--- src/rtl/cmp_shadow_latch.sv ---
module cmp_shadow_latch #(
  parameter int CW = 16
) (
  input  logic              clk,
  input  logic              rst_n,
  input  logic              tick,
  input  logic [1:0]        run_mode,
  input  logic [1:0]        cnt_len,
  input  logic [1:0]        grp_sel,
  input  logic [13:0]       ld_ctl,
  input  logic              wr_en,
  input  logic [2:0]        wr_ch,
  input  logic [CW-1:0]     wr_data,
  output logic [CW-1:0]     count,
  output logic [6:0]        equ,
  output logic [7*CW-1:0]   active
);
  localparam int NCH = 7;
  localparam logic [1:0] M_STOP = 2'd0, M_UP = 2'd1, M_CONT = 2'd2, M_UPDN = 2'd3;
  localparam logic [CW-1:0] ONES = {CW{1'b1}};

  logic [CW-1:0] cnt_q, cnt_d, top_val, per;
  logic          dn_q, dn_d, adv;
  logic [CW-1:0] reg_q [NCH];
  logic [CW-1:0] lat_q [NCH];
  logic [NCH-1:0] wr_hit, own_ev, ld_ev;

  function automatic int lead_of(input logic [1:0] g, input int i);
    case (g)
      2'd1:    return (i == 0) ? 0 : ((i % 2 == 1) ? i : i - 1);
      2'd2:    return (i == 0) ? 0 : ((i <= 3) ? 1 : 4);
      2'd3:    return 1;
      default: return i;
    endcase
  endfunction

  always_comb begin
    case (cnt_len)
      2'd1:    top_val = ONES >> (CW - 12);
      2'd2:    top_val = ONES >> (CW - 10);
      2'd3:    top_val = ONES >> (CW - 8);
      default: top_val = ONES;
    endcase
  end

  assign per = lat_q[0] & top_val;
  assign adv = tick && (run_mode != M_STOP);

  always_comb begin
    cnt_d = cnt_q;
    dn_d  = 1'b0;
    if (adv) begin
      case (run_mode)
        M_UP:   cnt_d = (cnt_q >= per) ? '0 : cnt_q + 1'b1;
        M_CONT: cnt_d = (cnt_q >= top_val) ? '0 : cnt_q + 1'b1;
        M_UPDN: begin
          if (!dn_q) begin
            if (cnt_q >= per) begin
              dn_d  = (per != '0);
              cnt_d = (per == '0) ? '0 : cnt_q - 1'b1;
            end else begin
              cnt_d = cnt_q + 1'b1;
            end
          end else if (cnt_q == '0) begin
            cnt_d = (per == '0) ? '0 : CW'(1);
          end else begin
            dn_d  = 1'b1;
            cnt_d = cnt_q - 1'b1;
          end
        end
        default: cnt_d = cnt_q;
      endcase
    end else begin
      dn_d = dn_q;
    end
  end

  always_ff @(posedge clk or negedge rst_n) begin
    if (!rst_n) begin
      cnt_q <= '0;
      dn_q  <= 1'b0;
    end else begin
      cnt_q <= cnt_d & top_val;
      dn_q  <= dn_d;
    end
  end

  always_comb begin
    for (int j = 0; j < NCH; j++) begin
      wr_hit[j] = wr_en && (wr_ch == 3'(j));
      case (ld_ctl[2*j +: 2])
        2'd0:    own_ev[j] = wr_hit[j];
        2'd1:    own_ev[j] = adv && (cnt_q == '0);
        2'd2:    own_ev[j] = adv && ((cnt_q == '0) || ((run_mode == M_UPDN) && (cnt_q == per)));
        default: own_ev[j] = adv && (cnt_q == (lat_q[j] & top_val));
      endcase
    end
    for (int i = 0; i < NCH; i++) ld_ev[i] = own_ev[lead_of(grp_sel, i)];
  end

  for (genvar g = 0; g < NCH; g++) begin : g_ch
    always_ff @(posedge clk or negedge rst_n) begin
      if (!rst_n) begin
        reg_q[g] <= '0;
        lat_q[g] <= '0;
      end else begin
        if (wr_hit[g]) reg_q[g] <= wr_data;
        if (ld_ev[g])  lat_q[g] <= wr_hit[g] ? wr_data : reg_q[g];
      end
    end
    assign equ[g] = adv && (cnt_q == (lat_q[g] & top_val));
    assign active[g*CW +: CW] = lat_q[g];

    assert_latch_hold_R9: assert property (@(posedge clk) disable iff (!rst_n)
      !ld_ev[g] |=> $stable(lat_q[g]));
    assert_write_load_R4: assert property (@(posedge clk) disable iff (!rst_n)
      (wr_hit[g] && grp_sel == 2'd0 && ld_ctl[2*g +: 2] == 2'd0) |=> lat_q[g] == $past(wr_data));
  end

  assign count = cnt_q;

  assert_count_in_range_R1: assert property (@(posedge clk) disable iff (!rst_n)
    1'b1 |=> (cnt_q & ~$past(top_val)) == '0);
  assert_cont_wrap_R1: assert property (@(posedge clk) disable iff (!rst_n)
    (adv && run_mode == M_CONT && cnt_q >= top_val) |=> cnt_q == '0);
  assert_up_wrap_R2: assert property (@(posedge clk) disable iff (!rst_n)
    (adv && run_mode == M_UP && cnt_q >= per) |=> cnt_q == '0);
  assert_idle_hold_R3: assert property (@(posedge clk) disable iff (!rst_n)
    (!adv && (cnt_q & top_val) == cnt_q) |=> $stable(cnt_q));
  assert_equ_idle_R10: assert property (@(posedge clk) disable iff (!rst_n)
    !adv |-> equ == '0);
endmodule

--- config.mk ---
export PLATFORM = sky130hd
export DESIGN_NAME = cmp_shadow_latch
export DESIGN_NICKNAME = d
export VERILOG_FILES = /design/src/rtl/cmp_shadow_latch.sv
export SDC_FILE = /design/constraint.sdc
export NUM_CORES = 1
export LEC_CHECK = 0
export ABC_AREA = 1
export ABC_CLOCK_PERIOD_IN_PS = 4600
export BUFFER_PORTS_ARGS = -buffer_cell sky130_fd_sc_hd__clkbuf_2
export CAP_MARGIN = 20
export CORE_ASPECT_RATIO = 1.5
export CORE_UTILIZATION = 63
export CTS_CLUSTER_DIAMETER = 120
export CTS_CLUSTER_SIZE = 20
export DETAILED_ROUTE_END_ITERATION = 10
export HOLD_SLACK_MARGIN = 0.06
export PLACE_DENSITY = 0.9
export SLEW_MARGIN = 10
export SYNTH_ARGS = -nofsm -noshare
export SYNTH_HDL_FRONTEND = slang
export SYNTH_SLANG_ARGS = --single-unit
--- constraint.sdc ---
create_clock -name clk -period 4.6 [get_ports clk]
set_input_delay 0.46 -clock clk [delete_from_list [all_inputs] [get_ports clk]]
set_output_delay 0.46 -clock clk [all_outputs]
set_load 0.05 [all_outputs]
== Word level (Yosys, flattened, before mapping) ==
Cells that the tools add are included.
Storage, ports and cells
  register bits after elaboration: 241
  bits in latches: 0
  bits in writable memories: 0
  bits in read-only memories: 0
  bits of input ports: 43
  output and inout bits: 135
  logic and storage cells: 155
  memories: 0
Cells by class
  add/subtract/negate cells: 2
  multiply operators: 0
  div/mod/pow operators: 0
  magnitude comparators: 8
  eq/ne operators: 36
  shift operators: 0
  mux-type cells: 52
  bitwise operators: 8
  reductions and logical operators: 33
Operators with widths (count)
  $mux 16: 14
  $lt 32x5->1 const B: 6
  $and 16x16->16: 8
  $eq 16x16->1: 7
  $pmux 16 s3: 2
  $ge 16x16->1: 2
  $logic_not 16->1: 2
  $eq 2x2->1 const B: 13
  $pmux 1 s3: 7
  $eq 2x1->1 const B: 10
  $bmux 1 s3: 6
  $logic_and 1x1->1: 18
  $mux 1: 18
  $add 16x1->16 const B: 1
  $reduce_bool 16->1: 1
  $sub 16x1->16 const B: 1
  $logic_not 2->1: 7
  $pmux 3 s2: 2
  $eq 3x3->1 const B: 3
  $pmux 3 s3: 1
  $eq 3x2->1 const B: 2
  $mux 2: 2
  $eq 3x1->1 const B: 1
  $logic_not 3->1: 1
  4 further kinds: 4

== Depth between registers and ports, before layout ==
  depth in word-level cells: 11
  gate-level depth with buffers: 22

== Worst setup path after synthesis ==
No wires, ideal clock.
  kind: input to register
  start point: in cnt_len[1]
  end point: reg lat_q (netlist bit active[3])
  library setup time: 127 ps
  arrival time: 3683 ps
  data required time: 4473 ps
  setup slack: 789 ps
  cell stages on the path: 17
  buffers on the path: 5
  cell sequence: buf_6 nor2_8 buf_6 buf_6 buf_6 nand2_1 ha_1 nand2_1 nor2_1 nand2_1 nor3_1 nand3_1 o31ai_1 o22ai_2 nand2_1 buf_4 o21ai_0
On the way
  elaborated cells on any way between the ends: 38
RTL lines
  start: declaration: line 8  | input logic [1:0] cnt_len,
  $eq 2x2->1 or $eq 2x1->1 (tied branches): line 38  | case (cnt_len)
  $pmux 16 s3 *: line 38
  $and 16x16->16 *
  $eq 16x16->1 *
  $logic_and 1x1->1 *
  named net equ[0]: line 15  | output logic [6:0] equ,
  $pmux 1 s3 *: line 91  | case (ld_ctl[2*j +: 2])
  $bmux 1 s3 *: line 98  | for (int i = 0; i < NCH; i++) ld_ev[i] = own_ev[lead_of(grp_sel, i)];
  $mux 1 (not written as such) * (2 in series): line 98
  end signal: indexed assignment: line 108  | if (ld_ev[g]) lat_q[g] <= wr_hit[g] ? wr_data : reg_q[g];
  end: declaration: line 25  | logic [CW-1:0] lat_q [NCH];
The timed path passes the listed nets; every way through them passes the cells marked *. The select of a mux whose other input is x is not followed.
A chain may end at the register's enable or synchronous reset.

== Final worst setup path ==
  start point: reg cnt_q[1] (netlist: count[1])
  end point: reg lat_q (netlist bit active[91])
On the way
  cells in the longest elaborated chain, start to end: 8
  elaborated cells on any way between the ends: 29
Ends and longest elaborated chain
  start: declaration: line 22  | logic [CW-1:0] cnt_q, cnt_d, top_val, per;
  start signal: assignment: line 83  | cnt_q <= cnt_d & top_val;
  $eq 16x16->1: line 94, 95
  $logic_and 1x1->1: line 94  | 2'd2: own_ev[j] = adv && ((cnt_q == '0) || ((run_mode == M_UPDN) && (cnt_q == per)));
  $logic_or 1x1->1: line 94
  $logic_and 1x1->1: line 94
  $pmux 1 s3: line 91
  $bmux 1 s3 *: line 98
  $mux 1 (not written as such) * (2 in series): line 98
Every way passes the cells marked *; elsewhere a longest branch is shown, timed or not. The select of a mux whose other input is x is not followed.

==> flow_summary.json <==
{
  "syn_inst": 1852,
  "yosys_warnings": 0,
  "clock_path_buffers": 3,
  "ir_worst_vdd_mv": 0.5355,
  "whs_ps": -40.13,
  "htree_levels": 1,
  "grt_max_degree": 123,
  "maxSlewHeadroom": 0.3168,
  "stdcell_count": 2264,
  "syn-cell-area_sq_um": 13730,
  "drc_errors": 0,
  "critical-path-max-stage-delay_ps": 940,
  "dp_cells": 2245,
  "period_needed_ps": 3714,
  "worstSkewPairLatency_ps": 530,
  "die_w_um": 122.5,
  "hold_viol": 12,
  "drt_iter0_drc": 1667,
  "cts_tree": "yes",
  "diodes": 0,
  "post-place-ws_ps": 799.4,
  "ys_types": 48,
  "core_sq_um": 21230,
  "seq_area_sq_um": 6031,
  "fp.dieH_um": 182.8,
  "synth_nets": 1921,
  "status": "finished with violations",
  "cp_slowest_cell": "dfrtp_1",
  "post_cts_buffers": 0,
  "area_growth_pct": 10.39,
  "grt_overflow": 0,
  "vias_per_cell": 6.150,
  "ys_seq_area_frac": 0.4393,
  "grt_usage": 0.4389,
  "p_per_area_nw_per_um2": 539.4,
  "setup_tns_ps": 0,
  "cp.required_ps": 4980,
  "routed_wl_um": 47800,
  "cts_hold_buf": 0,
  "grt_pass1_vias": 13350,
  "io_pins": 178,
  "placementRows": 65,
  "dieArea_sq_um": 22400,
  "cp_max_fo": 32,
  "cts.sinks": 241,
  "wl_per_cell_um": 21.11,
  "violations": "negative hold slack",
  "final_cell_mix": "654 x nand2_1, 241 x dfrtp_1, 177 x o21ai_0, 176 x clkbuf_2, 154 x inv_1",
  "max_freq_ghz": 0.2692,
  "synth.avg_cell_area_sq_um": 7.412,
  "vias": 13920,
  "worstPathCellList": "inv_2, ha_1, nand3_1, nor2_2, nand4_2, nand2_1, a21oi_4, nand2_8, nand3_1, nand3_2, nand2_1, o21ai_1",
  "antenna_found_initial": 2,
  "synth_seq_cells": 241,
  "cp.arrival_ps": 4090,
  "clockRootBuffer": "clkbuf_16",
  "nFillCells": 1664,
  "portBuffers": 177,
  "leakage_nw": 8.169,
  "cp-start-kind": "flop",
  "antenna_left": 0,
  "final_nets": 2064,
  "cts_buffers": 16,
  "hpwl_um": 34280,
  "drive_gt1_frac": 0.1373,
  "clk_pin_slew_worst_paths_ps": 100,
  "end_kind": "flop",
  "final.setup_skew_ps": 42.82,
  "report.final.slew_viol_count": 0,
  "setup_violations": 0,
  "final_common_cell": "nand2_1",
  "worstSetupPathType": "flop to flop",
  "final_util": 0.7139,
  "start_util": 0.6467,
  "routabilityCongestion": 1.040,
  "multiInputGateArea_sq_um": 6614,
  "hp-class": "input pin to asynchronous set/reset pin",
  "tightest_slew_ps": 1022,
  "postCtsResizedCells": 0,
  "first_pass_iters": 8,
  "grt_pass1_wl_um": 72920,
  "setup_slack_ps": 885.7,
  "layout_worst_path_cycle_share": 0.8074,
  "maxCapViolCount": 0,
  "rsz0062_at_grt": "false"
}
-- final timing paths --
check | start | end | slack (ps) | cells past startpoint
worst min-delay path | rst_n | reg_q[19]$_DFF_PN0_ | -40 | 1
worst max register to register | count[1]$_DFFE_PN0P_ | active[91]$_DFFE_PN0P_ | 890 | 12
worst max-delay path | count[1]$_DFFE_PN0P_ | active[91]$_DFFE_PN0P_ | 890 | 12
worst min register to register | reg_q[102]$_DFF_PN0_ | reg_q[102]$_DFF_PN0_ | 500 | 2
min in group clk | tick | dn_q$_DFFE_PN0P_ | 190 | 3
max in group asynchronous | rst_n | reg_q[45]$_DFF_PN0_ | 3370 | 2
-- cell usage after synthesis (all sizes together) --
master / count / area [sq um]
nand2: 665 / 2581
dfrtp: 241 / 6031
o21ai: 196 / 980.9
inv: 162 / 608.1
nand3: 154 / 823.3
nor2: 143 / 588.1
buf: 46 / 327.8
xor2: 37 / 324.1
a21oi: 36 / 191.4
clkbuf: 34 / 127.6
ha: 26 / 325.3
nand4: 21 / 152.6
nor3: 19 / 100.1
o21bai: 18 / 135.1
xnor2: 16 / 140.1
mux2: 8 / 90.09
clkinv: 5 / 18.77
nand3b: 5 / 37.54
nor3b: 4 / 30.03
nor4: 3 / 18.77
or2: 3 / 18.77
a31oi: 2 / 12.51
o22ai: 2 / 18.77
a21boi: 1 / 7.510
a21o: 1 / 7.510
and3: 1 / 6.260
nor4b: 1 / 8.760
o21a: 1 / 7.510
o31ai: 1 / 7.510
-- final cells by class --
cell class | count | share of cell area
Inverter | 167 | 0.04137
Clock buffer | 17 | 0.02667
Clock inverter | 2 | 0.002395
Sequential cell | 241 | 0.3980
Tap cell | 268 | 0.02213
Multi-Input combinational cell | 1364 | 0.4365
Timing Repair Buffer | 205 | 0.07299
-- worst max-delay path, delay by kind of cell (launching register included) --
| kind | cells | cell delay (ps) |
|---|---|---|
| AND/OR/NAND/NOR | 8 | 1750 |
| flip-flops | 1 | 940 |
| AO/OA/AOI/OAI | 2 | 330 |
| adder cells (fa/ha/maj) | 1 | 300 |
| buffers and inverters | 1 | 200 |
-- report_power, final --
part / switching (mW) / internal [mW] / total (mW) / leakage, nW
Combinational: 2.71 / 0.919 / 3.63 / 4.95
Clock: 0.754 / 0.645 / 1.40 / 0.215
Sequential: 0.519 / 2.63 / 3.15 / 3.00
Total: 3.98 / 4.19 / 8.17 / 8.17
-- flip-flops by register name, indices dropped and copies added (netlist names) --
signal,flops
reg_q,112
active,112
dn_q,1
count,16
-- metal layers --
layer | routed length, um | share of wire | vias to the layer above | global-route usage
met5 | 38 | 0.00079 | - | 0
met4 | 4943 | 0.10 | 2 | 0.3927
met3 | 5366 | 0.11 | 297 | 0.09546
met2 | 21450 | 0.45 | 995 | 0.6645
met1 | 16010 | 0.33 | 6441 | 0.5194
li1 | - | - | 6189 | -
-- metrics by stage --
stage | hold slack, ps | total power, mW | instance area [sq um]
CTS | 77.35 | 8.094 | 15150
detailed placement | 480.4 | 6.710 | 14710
global route | 102.7 | 8.532 | 15150
floorplan | 164.4 | 5.629 | 13730
finish | -40.13 | 8.174 | 15150
global placement | 468.2 | 6.598 | 14710
-- logic make-up after synthesis --
kind of cell,Yosys count,share of synthesized area
DFF,241,0.4393
adders and majority gates,26,0.02370
muxes,8,0.006563
and+or+nand+nor,1019,0.3180
xor gates and xnor gates,53,0.03382
AOI/OAI and AO/OA,258,0.09972
buffers and inverters,247,0.07884
Power figures use the tool's default switching activity.
